`src/rtl/serial_port_pkg.sv`:
```
package serial_port_pkg;
  localparam int OVS = 16;
  localparam int SUBW = $clog2(OVS);
  localparam int FRW = 11;
  typedef enum logic [0:0] {RX_IDLE, RX_BITS} rx_state_e;
  localparam logic [1:0] A_DATA = 2'd0;
  localparam logic [1:0] A_STAT = 2'd1;
  localparam logic [1:0] A_CTRL = 2'd2;
  localparam logic [1:0] A_DIV  = 2'd3;
endpackage

```
`src/rtl/baud_divider.sv`:
```
module baud_divider #(
  parameter int DIVW = 16
) (
  input  logic            clk,
  input  logic            rst,
  input  logic [DIVW-1:0] div,
  output logic            tick16,
  output logic            bit_tick
);
  import serial_port_pkg::*;
  logic [DIVW-1:0] cnt;
  logic [SUBW-1:0] sub;

  always_ff @(posedge clk) begin
    if (rst) begin
      cnt <= '0;
      sub <= '0;
      tick16 <= 1'b0;
      bit_tick <= 1'b0;
    end else begin
      tick16 <= 1'b0;
      bit_tick <= 1'b0;
      if (cnt >= div) begin
        cnt <= '0;
        tick16 <= 1'b1;
        sub <= sub + 1'b1;
        if (sub == SUBW'(OVS - 1)) bit_tick <= 1'b1;
      end else begin
        cnt <= cnt + 1'b1;
      end
    end
  end

  // a bit boundary always coincides with an oversample tick
  a_r2_bit_on_tick: assert property (@(posedge clk) disable iff (rst)
    bit_tick |-> tick16);
endmodule

```
`src/rtl/tx_shifter.sv`:
```
module tx_shifter (
  input  logic       clk,
  input  logic       rst,
  input  logic       bit_tick,
  input  logic       te,
  input  logic       nine,
  input  logic       have_pre,
  input  logic       have_data,
  input  logic       brk,
  input  logic [8:0] data,
  output logic       txd,
  output logic       take,
  output logic       pre_take,
  output logic       line_busy
);
  import serial_port_pkg::*;
  logic [FRW-1:0] sr;
  logic [FRW-1:0] frame;
  logic [3:0]     left;
  logic [3:0]     nbits;
  logic           brk_frame;
  logic           start_new;

  assign nbits = nine ? 4'd11 : 4'd10;
  assign start_new = te && (have_pre || have_data || brk);

  always_comb begin
    if (have_pre)       frame = '1;
    else if (have_data) frame = nine ? {1'b1, data, 1'b0} : {2'b11, data[7:0], 1'b0};
    else                frame = '0;
  end

  always_ff @(posedge clk) begin
    if (rst) begin
      sr <= '1;
      left <= '0;
      txd <= 1'b1;
      take <= 1'b0;
      pre_take <= 1'b0;
      line_busy <= 1'b0;
      brk_frame <= 1'b0;
    end else begin
      take <= 1'b0;
      pre_take <= 1'b0;
      if (bit_tick) begin
        if (left != 4'd0) begin
          txd <= sr[0];
          sr <= {1'b1, sr[FRW-1:1]};
          left <= left - 4'd1;
        end else if (start_new) begin
          txd <= frame[0];
          sr <= {1'b1, frame[FRW-1:1]};
          left <= nbits - 4'd1;
          line_busy <= 1'b1;
          pre_take <= have_pre;
          take <= !have_pre && have_data;
          brk_frame <= !have_pre && !have_data;
        end else begin
          txd <= 1'b1;
          line_busy <= 1'b0;
          brk_frame <= 1'b0;
        end
      end
    end
  end

  // a started character counts down whatever the enable does
  a_r5_char_runs: assert property (@(posedge clk) disable iff (rst)
    (bit_tick && left != 4'd0) |=> (left == $past(left) - 4'd1));
  // a break frame keeps the line low
  a_r6_break_low: assert property (@(posedge clk) disable iff (rst)
    (brk_frame && line_busy) |-> !txd);
endmodule

```
`src/rtl/rx_sampler.sv`:
```
module rx_sampler (
  input  logic       clk,
  input  logic       rst,
  input  logic       tick16,
  input  logic       rxd,
  input  logic       nine,
  output logic       done,
  output logic [8:0] rdata,
  output logic       noise,
  output logic       ferr,
  output logic       idle_line
);
  import serial_port_pkg::*;
  localparam int ICW = $clog2(FRW * OVS + 1);
  localparam logic [SUBW-1:0] S_A = SUBW'(OVS / 2 - 1);
  localparam logic [SUBW-1:0] S_B = SUBW'(OVS / 2);
  localparam logic [SUBW-1:0] S_C = SUBW'(OVS / 2 + 1);
  localparam logic [SUBW-1:0] S_L = SUBW'(OVS - 1);

  rx_state_e       st;
  logic            s1, s2;
  logic [SUBW-1:0] sub;
  logic [3:0]      bidx;
  logic [1:0]      smp;
  logic [8:0]      sh;
  logic            nacc;
  logic [ICW-1:0]  icnt;
  logic [ICW-1:0]  thr;
  logic [3:0]      last;
  logic            maj, dis;

  assign thr  = nine ? ICW'(11 * OVS) : ICW'(10 * OVS);
  assign last = nine ? 4'd10 : 4'd9;
  assign maj  = (smp[0] & smp[1]) | (smp[0] & s2) | (smp[1] & s2);
  assign dis  = !((smp[0] == smp[1]) && (smp[1] == s2));

  always_ff @(posedge clk) begin
    if (rst) begin
      s1 <= 1'b1;
      s2 <= 1'b1;
      st <= RX_IDLE;
      sub <= '0;
      bidx <= '0;
      smp <= '0;
      sh <= '0;
      nacc <= 1'b0;
      icnt <= '0;
      done <= 1'b0;
      rdata <= '0;
      noise <= 1'b0;
      ferr <= 1'b0;
      idle_line <= 1'b0;
    end else begin
      s1 <= rxd;
      s2 <= s1;
      done <= 1'b0;
      idle_line <= 1'b0;
      if (tick16) begin
        case (st)
          RX_IDLE: begin
            if (!s2) begin
              st <= RX_BITS;
              sub <= SUBW'(1);
              bidx <= '0;
              nacc <= 1'b0;
              icnt <= '0;
            end else if (icnt < thr) begin
              icnt <= icnt + 1'b1;
              if (icnt == thr - 1'b1) idle_line <= 1'b1;
            end
          end
          default: begin
            sub <= sub + 1'b1;
            if (sub == S_A) smp[0] <= s2;
            if (sub == S_B) smp[1] <= s2;
            if (sub == S_C) begin
              if (bidx == 4'd0) begin
                if (maj) st <= RX_IDLE;
                else nacc <= nacc | dis;
              end else if (bidx == last) begin
                done <= 1'b1;
                ferr <= !maj;
                noise <= nacc | dis;
                rdata <= nine ? sh : {1'b0, sh[8:1]};
                st <= RX_IDLE;
              end else begin
                sh <= {maj, sh[8:1]};
                nacc <= nacc | dis;
              end
            end
            if (sub == S_L) bidx <= bidx + 4'd1;
          end
        endcase
      end
    end
  end

  // the idle event fires only from the waiting state on a high line
  a_r11_idle_quiet: assert property (@(posedge clk) disable iff (rst)
    idle_line |-> (st == RX_IDLE));
endmodule

```
`src/rtl/async_serial_port.sv`:
```
module async_serial_port #(
  parameter int DW = 16,
  parameter int DIVW = 16,
  parameter int DIV_RESET = 1
) (
  input  logic          clk,
  input  logic          rst,
  input  logic          bus_en,
  input  logic          bus_we,
  input  logic [1:0]    bus_addr,
  input  logic [DW-1:0] bus_wdata,
  output logic [DW-1:0] bus_rdata,
  input  logic          rxd,
  output logic          txd,
  output logic          irq
);
  import serial_port_pkg::*;

  logic te, re, tie, tcie, rie, ilie, rwu, sbk, nine;
  logic [DIVW-1:0] div;
  logic [8:0] tx_buf, rx_buf;
  logic pend, pre, tc_r;
  logic rdrf, ovr, nf, fe, idle_f, seen_char, st_armed;
  logic tick16, bit_tick;
  logic tx_take, tx_pre_take, tx_busy;
  logic rx_done, rx_noise, rx_ferr, rx_idle;
  logic [8:0] rx_data;
  logic wr, rd, data_wr, ctrl_wr, clr, acc;
  logic [DW-1:0] stat_w, ctrl_w, rd_mux;

  assign wr = bus_en && bus_we;
  assign rd = bus_en && !bus_we;
  assign data_wr = wr && bus_addr == A_DATA;
  assign ctrl_wr = wr && bus_addr == A_CTRL;
  assign clr = rd && bus_addr == A_DATA && st_armed;
  assign acc = rx_done && re && !rwu;

  baud_divider #(.DIVW(DIVW)) u_baud (
    .clk(clk), .rst(rst), .div(div), .tick16(tick16), .bit_tick(bit_tick));

  tx_shifter u_tx (
    .clk(clk), .rst(rst), .bit_tick(bit_tick), .te(te), .nine(nine),
    .have_pre(pre), .have_data(pend), .brk(sbk), .data(tx_buf),
    .txd(txd), .take(tx_take), .pre_take(tx_pre_take), .line_busy(tx_busy));

  rx_sampler u_rx (
    .clk(clk), .rst(rst), .tick16(tick16), .rxd(rxd), .nine(nine),
    .done(rx_done), .rdata(rx_data), .noise(rx_noise), .ferr(rx_ferr),
    .idle_line(rx_idle));

  // control and divider registers
  always_ff @(posedge clk) begin
    if (rst) begin
      {te, re, tie, tcie, rie, ilie, rwu, sbk, nine} <= '0;
      div <= DIVW'(DIV_RESET);
      pre <= 1'b0;
    end else begin
      if (rx_idle && rwu) rwu <= 1'b0;
      if (tx_pre_take || !te) pre <= 1'b0;
      if (ctrl_wr) begin
        {nine, sbk, rwu, ilie, rie, tcie, tie, re, te} <= bus_wdata[8:0];
        if (bus_wdata[0] && !te) pre <= 1'b1;
      end
      if (wr && bus_addr == A_DIV) div <= bus_wdata[DIVW-1:0];
    end
  end

  // transmit buffer and completion
  always_ff @(posedge clk) begin
    if (rst) begin
      tx_buf <= '0;
      pend <= 1'b0;
      tc_r <= 1'b1;
    end else begin
      if (tx_take) pend <= 1'b0;
      if (data_wr) begin
        tx_buf <= bus_wdata[8:0];
        pend <= 1'b1;
      end
      tc_r <= !tx_busy && !(te && (pend || pre || sbk)) && !data_wr;
    end
  end

  // receive flags
  always_ff @(posedge clk) begin
    if (rst) begin
      rx_buf <= '0;
      {rdrf, ovr, nf, fe, idle_f, seen_char, st_armed} <= '0;
    end else begin
      if (rd && bus_addr == A_STAT) st_armed <= 1'b1;
      if (rd && bus_addr == A_DATA) st_armed <= 1'b0;
      if (clr) {rdrf, ovr, nf, fe, idle_f} <= '0;
      if (acc) begin
        if (rdrf && !clr) begin
          ovr <= 1'b1;
        end else begin
          rx_buf <= rx_data;
          rdrf <= 1'b1;
          nf <= rx_noise;
          fe <= rx_ferr;
        end
      end
      if (rx_idle) seen_char <= 1'b0;
      else if (acc && !rx_ferr) seen_char <= 1'b1;
      if (rx_idle && seen_char && re && !rwu) idle_f <= 1'b1;
    end
  end

  assign stat_w = DW'({fe, nf, ovr, idle_f, rdrf, tc_r, !pend});
  assign ctrl_w = DW'({nine, sbk, rwu, ilie, rie, tcie, tie, re, te});

  always_comb begin
    case (bus_addr)
      A_DATA:  rd_mux = DW'(rx_buf);
      A_STAT:  rd_mux = stat_w;
      A_CTRL:  rd_mux = ctrl_w;
      default: rd_mux = DW'(div);
    endcase
  end

  always_ff @(posedge clk) begin
    if (rst) begin
      bus_rdata <= '0;
      irq <= 1'b0;
    end else begin
      if (rd) bus_rdata <= rd_mux;
      irq <= (tie && !pend) || (tcie && tc_r) || (rie && (rdrf || ovr)) || (ilie && idle_f);
    end
  end

  // moving the character to the shifter empties the buffer
  a_r3_take_empties: assert property (@(posedge clk) disable iff (rst)
    (tx_take && !data_wr) |=> !pend);
  // no completion while the shifter is busy
  a_r4_tc_waits: assert property (@(posedge clk) disable iff (rst)
    tx_busy |=> !tc_r);
  // an overrun keeps the older character
  a_r8_overrun_keeps: assert property (@(posedge clk) disable iff (rst)
    (acc && rdrf && !clr) |=> ($stable(rx_buf) && ovr));
  // idle needs a good character since the last idle event
  a_r11_idle_needs_char: assert property (@(posedge clk) disable iff (rst)
    $rose(idle_f) |-> $past(seen_char));
  // no interrupt enables, no interrupt
  a_r13_irq_masked: assert property (@(posedge clk) disable iff (rst)
    !(tie || tcie || rie || ilie) |=> !irq);
endmodule

```
`config.mk`:
```
export PLATFORM = sky130hd
export DESIGN_NAME = async_serial_port
export DESIGN_NICKNAME = d
export VERILOG_FILES = /design/src/rtl/serial_port_pkg.sv /design/src/rtl/baud_divider.sv /design/src/rtl/tx_shifter.sv /design/src/rtl/rx_sampler.sv /design/src/rtl/async_serial_port.sv
export SDC_FILE = /design/constraint.sdc
export NUM_CORES = 1
export LEC_CHECK = 0
export CORE_ASPECT_RATIO = 1.5
export CORE_MARGIN = 2
export CORE_UTILIZATION = 55
export DETAILED_ROUTE_END_ITERATION = 16
export DONT_BUFFER_PORTS = 1
export PLACE_DENSITY = 0.69
export SLEW_MARGIN = 40
export SYNTH_ARGS = -nofsm -noshare
export SYNTH_HDL_FRONTEND = slang
export SYNTH_SLANG_ARGS = --single-unit
export TNS_END_PERCENT = 20
```
`constraint.sdc`:
```
create_clock -name clk -period 2.1 [get_ports clk]
set_input_delay 0.21 -clock clk [delete_from_list [all_inputs] [get_ports clk]]
set_output_delay 0.21 -clock clk [all_outputs]
set_load 0.005 [all_outputs]
```
# After elaboration in Yosys (flattened, before gate mapping)
# Index checks and enable logic that the tools add are counted.
# word_totals
ff_bits	155
input_bits	23
output_inout_bits	18
word_cells	224
# classes
addsub	8
n_lt_le_gt_ge	2
eq_ne	18
mux	59
n_bitwise	18
n_reduce_logical	70
# ops
op	n
case mux 16 bit (3 select lines)	1
two-way mux 11 bit	4
two-way mux 1 bit	41
two-way mux 4 bit	7
logical AND 1 bit	26
adder 16 x 1 -> 16 bit, second input constant	1
equality test 4 bit, second input constant	4
>= comparator 16 bit	1
two-way mux 8 bit	2
AND reduction 5 bit	3
adder 4 x 1 -> 4 bit, second input constant	3
logical NOT 1 bit	12
NOT 1 bit	12
AND reduction 3 bit	4
two-way mux 10 bit	1
OR reduction 5 bit	2
two-way mux 9 bit	1
adder 8 x 1 -> 8 bit, second input constant	1
equality test 8 bit	1
< comparator 8 bit	1
AND reduction 2 bit	4
nonzero test 2 bit	4
OR reduction 2 bit	4
subtractor 4 x 1 -> 4 bit, second input constant	2
18 further kinds	33

# Depth between registers and ports, before layout
# Gate-level depths: netlist of run 1.
# logic_depth
word_depth	8
mapped_depth	8
depth_no_buf	7

# Cells and area by module
# From an unflattened synthesis of run 1, not the netlist that was laid out.
# unflattened
cells_unflattened	820
area_unflattened_um2	7334.5
# by_module_without_submodules
mod	instances	cells_per_inst	area_each_um2
async_serial_port	1	328	2880.3
rx_sampler	1	232	2189.6
baud_divider	1	153	1296.2
tx_shifter	1	107	968.4

# Least setup slack after synthesis of run 1
# No wires, ideal clock.
# synth_path
kind	flip-flop to flip-flop
startpoint	register u_baud.cnt[0]
endpoint	register u_baud.sub[0]
setup_ps	121
arrival_time_ps	1966
t_required_ps	1979
slack_ps	13
path_stages_with_launch	8
n_path_buf	0
synth_period_minus_slack_ps	2087
path_cell_list	dfxtp_1 -> inv_1 -> ha_1 -> nand2b_4 -> a2111oi_4 -> o311ai_4 -> a21oi_2 -> mux2_2
# synth_via
elab_chain_cells	1
# synth_rtl
element	line	text
from (decl)	baud_divider.sv:11	logic [DIVW-1:0] cnt;
from (signal assigned)	baud_divider.sv:29	cnt <= cnt + 1'b1;
>= comparator 16 bit	baud_divider.sv:23	if (cnt >= div) begin
to (signal assigned)	baud_divider.sv:26	sub <= sub + 1'b1;
to (decl)	baud_divider.sv:12	logic [SUBW-1:0] sub;
# Every way passes these cells.
# A chain may end at the register's enable or synchronous reset.

# Worst setup path in the final report of run 1
# layout_path
startpoint	register div[12]
endpoint	register u_baud.sub[0]
# layout_via
elab_chain_cells	1
# layout_rtl
element	line	text
from (decl)	async_serial_port.sv:20	logic [DIVW-1:0] div;
from (signal assigned)	async_serial_port.sv:55	div <= DIVW'(DIV_RESET);
from (signal assigned)	async_serial_port.sv:64	if (wr && bus_addr == A_DIV) div <= bus_wdata[DIVW-1:0];
>= comparator 16 bit	baud_divider.sv:23	
# Every way passes these cells.

==> results.toml, run 1 <==
[critical_path]
start_kind = "flop"
cp.required_ns = 2.40
criticalPathCategory = "reg -> reg"
crit_slowest_cell = "or3_4"
reg2reg_depth = 7
cp-end-kind = "flop"
reg2reg_setup_slack_ns = 0.001
critical-path-top-delay-family = "simple AND/OR/NAND/NOR gates"
crit_fanout = 5
worstPathArrival_ns = 2.40
path_cells = "inv_1, ha_1, nand4_1, o21bai_2, or3_4, a21oi_4, mux2_2"
cp_num_buf_inv = 1
r2r_end = "u_baud.sub[0]"
crit_start = "div[12]"
cp.depth = 7
critical-path-max-stage-delay_ns = 0.42
reg2reg_from = "div[12]"
worstSetupEndpoint = "u_baud.sub[0]"

[cells_and_area]
regArea_mm2 = 0.00309
multi_input_area_mm2 = 0.00361
drive_above_1_share_pct = 11.0
antennaDiodeCount = 0
area_delta_synth_final_pct = 16.3
num-fill-cells = 1045
layout.nets = 878

[global_routing]
antenna_found_initial = 0
grt.total_usage_pct = 26.2
grt_pass1_vias = 5869
overflow = 0
grt_pass1_wl_mm = 27.8
grt_max_degree = 101

[synth]
ys_top_cells_by_area = "dfxtp_1 (45%), nand2_1 (7.2%), nor2_1 (5.3%), ha_1 (5.1%), a21oi_1 (4.9%)"
yosysTopAreaCell = "dfxtp_1"
ys_async_sr_fraction_pct = 0
synth_mux_area_share_pct = 6.82
synth_fa_ha_area_share_pct = 5.06
synth-seq-cells = 154
synthDominantCellAreaShare_pct = 44.6
synth.top_cells.by_count = "dfxtp_1 (154), nand2_1 (132), nor2_1 (97), a21oi_1 (68), inv_1 (29)"
synth_cell_types = 70
seq_area_frac_synth_pct = 44.6
yosysWarnings = 0
yosysMostFrequentCell = "dfxtp_1"
synth-compound-area-share_pct = 15.1
netlist_area_mm2 = 0.00692
synth_simple_gate_area_share_pct = 21.7
avgSynthCellArea_um2 = 8.67
syn-num-nets = 849
synthCells = 798
synth_top_family_by_area = "simple AND/OR/NAND/NOR gates"
synth-xor-area-share_pct = 2.66
synth_edf_count = 0
synthFlopType = "dfxtp_1"

[power_and_ir_drop]
p_leak_nw = 2.93
combPwrFrac_pct = 12.4
vdd.ir_drop.worst_v = 0.000593
p_seq_share_pct = 43.7
power_frac_clock_pct = 43.9
switchingPower_w = 0.00173
switching_share_pct = 24.6
p_per_area_mw_per_mm2 = 873
power.internal_w = 0.00530
design_power_total_w = 0.00703

[clock_tree]
cts_tree = "done"
clk_pin_slew_ns = 0.06
cts_setup_buffers = 0
htree_levels = 4
clock-sinks = 154
cts_buffer_depth = 2
cts-root-buf = "clkbuf_16"
clk_latency_ns = 0.42
numCtsBuffers = 17

[die]
initial_utilization_pct = 55.9
rows = 50
dieWidth_um = 95.6
fp.coreArea_mm2 = 0.0124
die_h_um = 141
die_area_mm2 = 0.0135
pin_count = 41

[detailed_routing]
drt_iter0_drc = 345
vias = 5838
route.detailed.drc = 1
ant_nets = 0
wirelength_mm = 17.3
viasPerCell = 5.87
dr.pass1.iters = 12
route.detailed.wl_per_inst_um = 17.4

[place]
io_buffers = 0
gp_congestion = 0.824
post-place-ws_ns = 0.0577
hpwl_mm = 11.7

[sta]
setup_ws_ns = 0.00106
min_period_over_period_pct = 99.9
hold_violations = 0
fin_crit_ns = 2.10
whs_ns = 0.0205
report.final.slew_viol_count = 0
max-slew-margin-rel_pct = 54.2
fmax_ghz = 0.476
tightest_slew_ns = 0.685
clock_skew_ns = 0.0138
final-setup-viol-count = 0

[job]
maxCapViolations = 0

[run_status]
outcome = "finished, violations left"
violations = "DRC"

[hold_path]
hp-class = "in -> reg"
## power by group through the flow
| stage | combinational [W] | clock, W | sequential (W) |
|---|---|---|---|
| 3_5_place_dp | 0.000744 | 0 | 0.00313 |
| 5_1_grt | 0.000935 | 0.00323 | 0.00308 |
| 6_report | 0.000869 | 0.00309 | 0.00307 |
| 4_1_cts | 0.000820 | 0.00312 | 0.00307 |
| 3_3_place_gp | 0.000711 | 0 | 0.00313 |
| 2_1_floorplan | 0.000611 | 0 | 0.00312 |
## cell families after synthesis
group | count (synthesis)
and+or+nand+nor | 331
AOI/OAI and AO/OA | 156
DFF | 154
buffers and inverters | 70
muxes | 38
adders and majority gates | 28
xor gates and xnor gates | 21
## worst min path at each step
stage / slack, ns / cells after the start / from / end
floorplan: 0.31 / 1 / rxd / u_rx.s1
global placement: 0.29 / 1 / rst / div[13]
detailed placement: 0.29 / 1 / rst / div[13]
CTS: 0.02 / 2 / bus_addr[1] / bus_rdata[7]
global route: 0.03 / 2 / rst / u_baud.cnt[8]
finish: 0.02 / 2 / rst / u_baud.cnt[8]
## cell usage in the layout (no fill, tap or decap), types with 7 or more instances in the layout
cell,synthesis,routed
a211oi_1,20,20
buf_4,1,25
dfxtp_1,154,152
mux4_2,7,7
dlygate4sd3_1,0,22
xnor2_1,7,7
xor2_1,14,14
o21ai_0,15,15
ha_1,28,27
mux2i_1,28,28
clkbuf_16,0,17
nand2_1,132,132
nand3_1,27,27
a21oi_1,68,66
nor2_1,97,97
inv_1,29,29
a22oi_1,10,10
nand4_1,9,9
nor3_1,17,16
o311ai_0,8,8
## final cells by class
type                    count  share of cell area (%)
clock buffers              19                    5.50
clock inverters            11                    1.82
inverters                  30                    1.40
multi-input cells         575                    44.8
flip-flops and latches    154                    38.3
well taps                 156                    2.43
repair buffers             49                    5.66
## per-layer routing
metal | up-vias | GRT usage, % | wire length (µm) | part of all wire (%)
met4 | 0 | 10.6 | 506 | 2.9
met2 | 151 | 44.9 | 8950 | 52
met5 | - | 0 | 0 | 0
li1 | 2842 | - | - | -
met1 | 2805 | 31.2 | 7040 | 41
met3 | 40 | 6.11 | 816 | 4.7
## sequential cells by signal, indices dropped and copies added (netlist names), 2 cells and up
signal,count
bus_rdata,16
div,16
u_baud.cnt,16
u_tx.sr,10
rx_buf,9
tx_buf,9
u_rx.rdata,9
u_rx.sh,9
u_rx.icnt,8
u_baud.sub,4
u_rx.bidx,4
u_rx.sub,4
u_tx.left,4
u_rx.smp,2
## per-stage QoR
step                utilization [%]  TNS, ns  instance area, µm²  cells
floorplan                         -        0                6920    798
global placement               57.7        0                7150    940
detailed placement             57.7        0                7150    940
CTS                            64.5        0                7990    993
global route                   65.0  -0.0665                8050    994
finish                         65.0        0                8050    994
## repair_timing
item	in CTS	in global routing
gates resized for setup	0	11
endpoints found under the setup margin	0	19
endpoints found under the hold margin	104	0
hold buffers	23	0
Note: power is estimated with default switching activity, not from simulation.
==> inputs of run 2 (changes only) <==
PLACE_DENSITY = 0.78   (was 0.69)
==> results.toml, run 2 (synthesis gave the netlist of run 1 again) <==
[hold_path]
hp-class = "in -> reg"

[global_routing]
antenna_found_initial = 0
overflow = 0
grt_pass1_wl_mm = 26.7
grt_max_degree = 101
grt.total_usage_pct = 25.2
grt_pass1_vias = 5659

[cells_and_area]
layout.nets = 874
drive_above_1_share_pct = 11.1
final_cell_mix = "dfxtp_1 (150), nand2_1 (132), nor2_1 (97), a21oi_1 (66), inv_1 (29)"
final_util_pct = 64.5
area_delta_synth_final_pct = 15.5
antennaDiodeCount = 0
reg_top3 = "bus_rdata x16, div x16, u_baud.cnt x16"
layout_commonest_cell = "dfxtp_1"

[detailed_routing]
wirelength_mm = 16.9
drt_iter0_drc = 406
ant_nets = 0
vias = 5891
route.detailed.wl_per_inst_um = 17.0
dr.pass1.iters = 5
route.detailed.drc = 0
viasPerCell = 5.94

[die]
fp.coreArea_mm2 = 0.0124
pin_count = 41
die_area_mm2 = 0.0135
initial_utilization_pct = 55.9
die_h_um = 141
rows = 50
dieWidth_um = 95.6

[job]
maxCapViolations = 0

[run_status]
outcome = "finished clean"

[sta]
final-setup-viol-count = 0
report.final.slew_viol_count = 0
max-slew-margin-rel_pct = 49.9
tightest_slew_ns = 0.750
clock_skew_ns = 0.00959
whs_ns = 0.0181
hold_violations = 0
fin_crit_ns = 2.08
min_period_over_period_pct = 99.2
fmax_ghz = 0.480

[power_and_ir_drop]
vdd.ir_drop.worst_v = 0.000535
p_per_area_mw_per_mm2 = 872
p_leak_nw = 2.91

[clock_tree]
cts_tree = "done"
htree_levels = 4
clk_latency_ns = 0.42
clock-sinks = 154
cts_buffer_depth = 2
clk_pin_slew_ns = 0.07
numCtsBuffers = 17
cts-root-buf = "clkbuf_16"

[critical_path]
worstPathArrival_ns = 2.39
start_kind = "flop"
cp-end-kind = "flop"
cp.required_ns = 2.41
criticalPathCategory = "reg -> reg"
crit_fanout = 5

[place]
gp_congestion = 0.893
io_buffers = 0
hpwl_mm = 11.6
run 2: cell count changes in the layout (fill, tap and decap cells not counted), sizes merged:
| cell | change |
|---|---|
| buf | -2 |
| bufinv | -2 |
| clkbuf | -1 |
| clkinv | -1 |
| clkinvlp | -2 |
| dlygate4sd3 | -2 |
| inv | +8 |
run 2: layer usage:
layer	share of wire, %	GRT usage, %
met1	40	28.9
met2	52	44.4
met3	5.5	5.89
met4	2.5	10.2
met5	0	0
run 2: final timing paths:
kind | startpoint | end | slack, ns | cells past startpoint
min | rst | u_baud.cnt[7] | 0.02 | 2
min reg2reg | u_rx.s1 | u_rx.s2 | 0.41 | 1
max | div[11] | u_baud.sub[0] | 0.02 | 7
max reg2reg | div[11] | u_baud.sub[0] | 0.02 | 7
run 2: what timing repair did:
action                                  4_1_cts  5_1_grt
gates cloned                                  0        1
endpoints found under the setup margin        2       20
endpoints found under the hold margin       104        1
hold buffers                                 20        1
buffers inserted                              0        1
gates resized for setup                       0       12
pin swaps                                     1        6
run 2: metrics by stage:
stage / power, W / area [µm²] / instances / setup WS (ns) / TNS, ns
finish: 0.00697 / 7990 / 992 / 0.0160 / 0
global route: 0.00720 / 7990 / 992 / -0.0322 / -0.0548
CTS: 0.00695 / 7920 / 989 / 0.00975 / 0
detailed placement: 0.00387 / 7110 / 937 / 0.0156 / 0
global placement: 0.00384 / 7110 / 937 / 0.106 / 0
floorplan: 0.00373 / 6920 / 798 / 0.0130 / 0
run 2: power by group:
group	leakage, nW	switching (W)	internal, W
Clock	0.293	0.00133	0.00172
Sequential	1.25	0.0000814	0.00300
Combinational	1.37	0.000447	0.000397
Total	2.91	0.00186	0.00511
run 2: critical path: stages, from the launching register on:
cell	delay [ns]
dfxtp_2	0.34
inv_1	0.05
ha_1	0.33
a21oi_2	0.23
o21bai_4	0.12
or3_4	0.41
a21oi_4	0.14
mux2_2	0.34
run 2: area by class of cell:
class                   count  area, µm²
clock buffers              18        439
multi-input cells         575       3600
repair buffers             45        408
fillers                  1014       4390
clock inverters            14        148
well taps                 156        195
flip-flops and latches    154       3090
inverters                  30        113
==> inputs of run 3 (changes only) <==
SYNTH_HIERARCHICAL = 1   (was unset)
==> results.toml, run 3 <==
[critical_path]
cp-end-kind = "flop"
cp.required_ns = 2.46
crit_slowest_cell = "a2111o_1"
start_kind = "flop"
criticalPathCategory = "reg -> reg"
crit_fanout = 8
worstPathArrival_ns = 2.57
path_cells = "inv_1, ha_1, nand2b_1, a2111o_1, and3_2, or3_4, buf_6, nor2_1"
critical-path-max-stage-delay_ns = 0.45

[sta]
rsz0062_at_grt = "yes"
setup_ws_ns = -0.116
report.final.slew_viol_count = 0
fin_crit_ns = 2.22
final-setup-viol-count = 17
fmax_ghz = 0.451
clock_skew_ns = 0.00866
hold_violations = 0
tightest_slew_ns = 0.638
max-slew-margin-rel_pct = 57.4
min_period_over_period_pct = 106

[synth]
ys_async_sr_fraction_pct = 0
netlist_area_mm2 = 0.00733
synthCells = 820
synth_cell_types = 73
yosysMostFrequentCell = "dfxtp_1"
yosysWarnings = 6
synthFlopType = "dfxtp_1"
synth_edf_count = 0
ys_top_cells_by_area = "dfxtp_1 (42%), nand2_1 (5.3%), ha_1 (4.9%), a21oi_1 (4.8%), mux2i_1 (4.1%)"
syn-num-nets = 872
yosysTopAreaCell = "dfxtp_1"
seq_area_frac_synth_pct = 42.0
avgSynthCellArea_um2 = 8.94
synthDominantCellAreaShare_pct = 42.0
synth-seq-cells = 154
synth.top_cells.by_count = "dfxtp_1 (154), nand2_1 (104), a21oi_1 (70), nor2_1 (68), inv_1 (42)"

[run_status]
outcome = "finished, violations left"
violations = "setup timing"

[place]
placed_cells = 954
post-place-ws_ns = -0.0839
hpwl_mm = 12.6
placed_cell_area_mm2 = 0.00747
gp_congestion = 0.863
io_buffers = 0

[job]
maxCapViolations = 0

[global_routing]
grt_max_degree = 87
overflow = 0
antenna_found_initial = 0
grt.total_usage_pct = 25.7
grt_pass1_wl_mm = 29.8
grt_pass1_vias = 6208

[cells_and_area]
reg_top3 = "bus_rdata x16, div x16, u_baud/cnt x16"
antennaDiodeCount = 0
num-fill-cells = 1039
drive_above_1_share_pct = 14.1
final_area_mm2 = 0.00841
final_cell_mix = "dfxtp_1 (149), nand2_1 (104), a21oi_1 (68), nor2_1 (60), inv_1 (41)"
layout.nets = 892
multi_input_area_mm2 = 0.00388
area_delta_synth_final_pct = 14.6
regArea_mm2 = 0.00309
finalNonFillerCells = 1010
layout_commonest_cell = "dfxtp_1"

[hold_path]
hp-class = "in -> reg"

[clock_tree]
clk_pin_slew_ns = 0.06
cts_tree = "done"
htree_levels = 4
numCtsBuffers = 17
cts_buffer_depth = 2
cts-root-buf = "clkbuf_16"
clk_latency_ns = 0.42
clock-sinks = 154

[power_and_ir_drop]
p_per_area_mw_per_mm2 = 820
vdd.ir_drop.worst_v = 0.000538
design_power_total_w = 0.00689
p_leak_nw = 2.97

[die]
dieWidth_um = 98.3
die_area_mm2 = 0.0143
fp.coreArea_mm2 = 0.0130
initial_utilization_pct = 56.3
rows = 51
die_h_um = 145
pin_count = 41

[detailed_routing]
ant_nets = 0
drt_iter0_drc = 332
wirelength_mm = 18.8
vias = 6191
route.detailed.wl_per_inst_um = 18.6
dr.pass1.iters = 7
route.detailed.drc = 0
viasPerCell = 6.13
run 3: cell types whose count changed in the layout (fill, tap and decap cells not counted), moves of 6 or more:
cell      previous run  this run
nand2_1            132       104
inv_1               29        41
or4_1                1         7
a211oi_2             0         9
inv_6                7         1
a211oi_1            20        12
buf_4               24        30
nand2b_1             6        19
nor3_1              16         8
nor2_1              97        60
o211ai_1             5        15
run 3: per-layer routing:
| layer | track usage (%) | part of all wire [%] | vias to the layer above |
|---|---|---|---|
| met5 | 0 | 0 | - |
| met3 | 6.20 | 4.6 | 68 |
| met2 | 48.1 | 54 | 190 |
| li1 | - | - | 2942 |
| met1 | 25.9 | 37 | 2991 |
| met4 | 13.2 | 4.4 | 0 |
run 3: timing repair:
action,4_1_cts,5_1_grt
hold endpoints to repair,89,0
hold buffers,22,0
setup buffers,1,3
gates resized for setup,12,14
endpoints found under the setup margin,17,23
pin swaps,5,8
run 3: power by group:
part	total (W)	internal [W]	leakage [nW]	switching, W
clock network	0.00295	0.00183	0.279	0.00113
registers	0.00311	0.00301	1.25	0.0000977
logic	0.000831	0.000353	1.45	0.000478
run 3: path summary, 6_finish.rpt:
path                            depth (start not counted)  slack (ns)           from        endpoint
worst max-delay path                                    8       -0.12  u_baud/cnt[0]  u_baud/cnt[10]
worst min-delay path                                    2        0.02            rst      u_rx/sh[2]
worst max register to register                          8       -0.12  u_baud/cnt[0]  u_baud/cnt[10]
worst min register to register                          1        0.41        u_rx/s1         u_rx/s2
run 3: cells by family after synthesis:
family	Yosys count	share of synthesized area, %
compound gates	189	18.4
flops	154	42.0
mux	40	6.09
simple gates	293	20.0
xor+xnor	19	2.27
buf+inv	96	6.19
fa+ha+maj	29	4.95
run 3: through the flow:
| step | utilization (%) | hold WS [ns] | TNS (ns) |
|---|---|---|---|
| detailed placement | 57.4 | 0.296 | -0.909 |
| finish | 64.6 | 0.0213 | -1.37 |
| global route | 64.6 | 0.00496 | -2.09 |
| floorplan | - | 0.279 | -0.227 |
| CTS | 64.0 | 0.00259 | -0.0362 |
| global placement | 57.4 | 0.295 | 0 |
run 3: worst max-delay path, delay by kind of cell (launching register included):
family | cells | cell delay [ns]
AOI/OAI and AO/OA | 1 | 0.45
adders and majority gates | 1 | 0.26
buffers and inverters | 2 | 0.20
DFF | 1 | 0.34
and+or+nand+nor | 4 | 0.90
run 3: cell type report:
| cell class | count | area share [%] |
|---|---|---|
| Clock buffer | 23 | 5.69 |
| Clock inverter | 7 | 1.09 |
| Timing Repair Buffer | 55 | 6.06 |
| Tap cell | 159 | 2.37 |
| Inverter | 42 | 1.88 |
| Multi-Input combinational cell | 570 | 46.2 |
| Sequential cell | 154 | 36.8 |
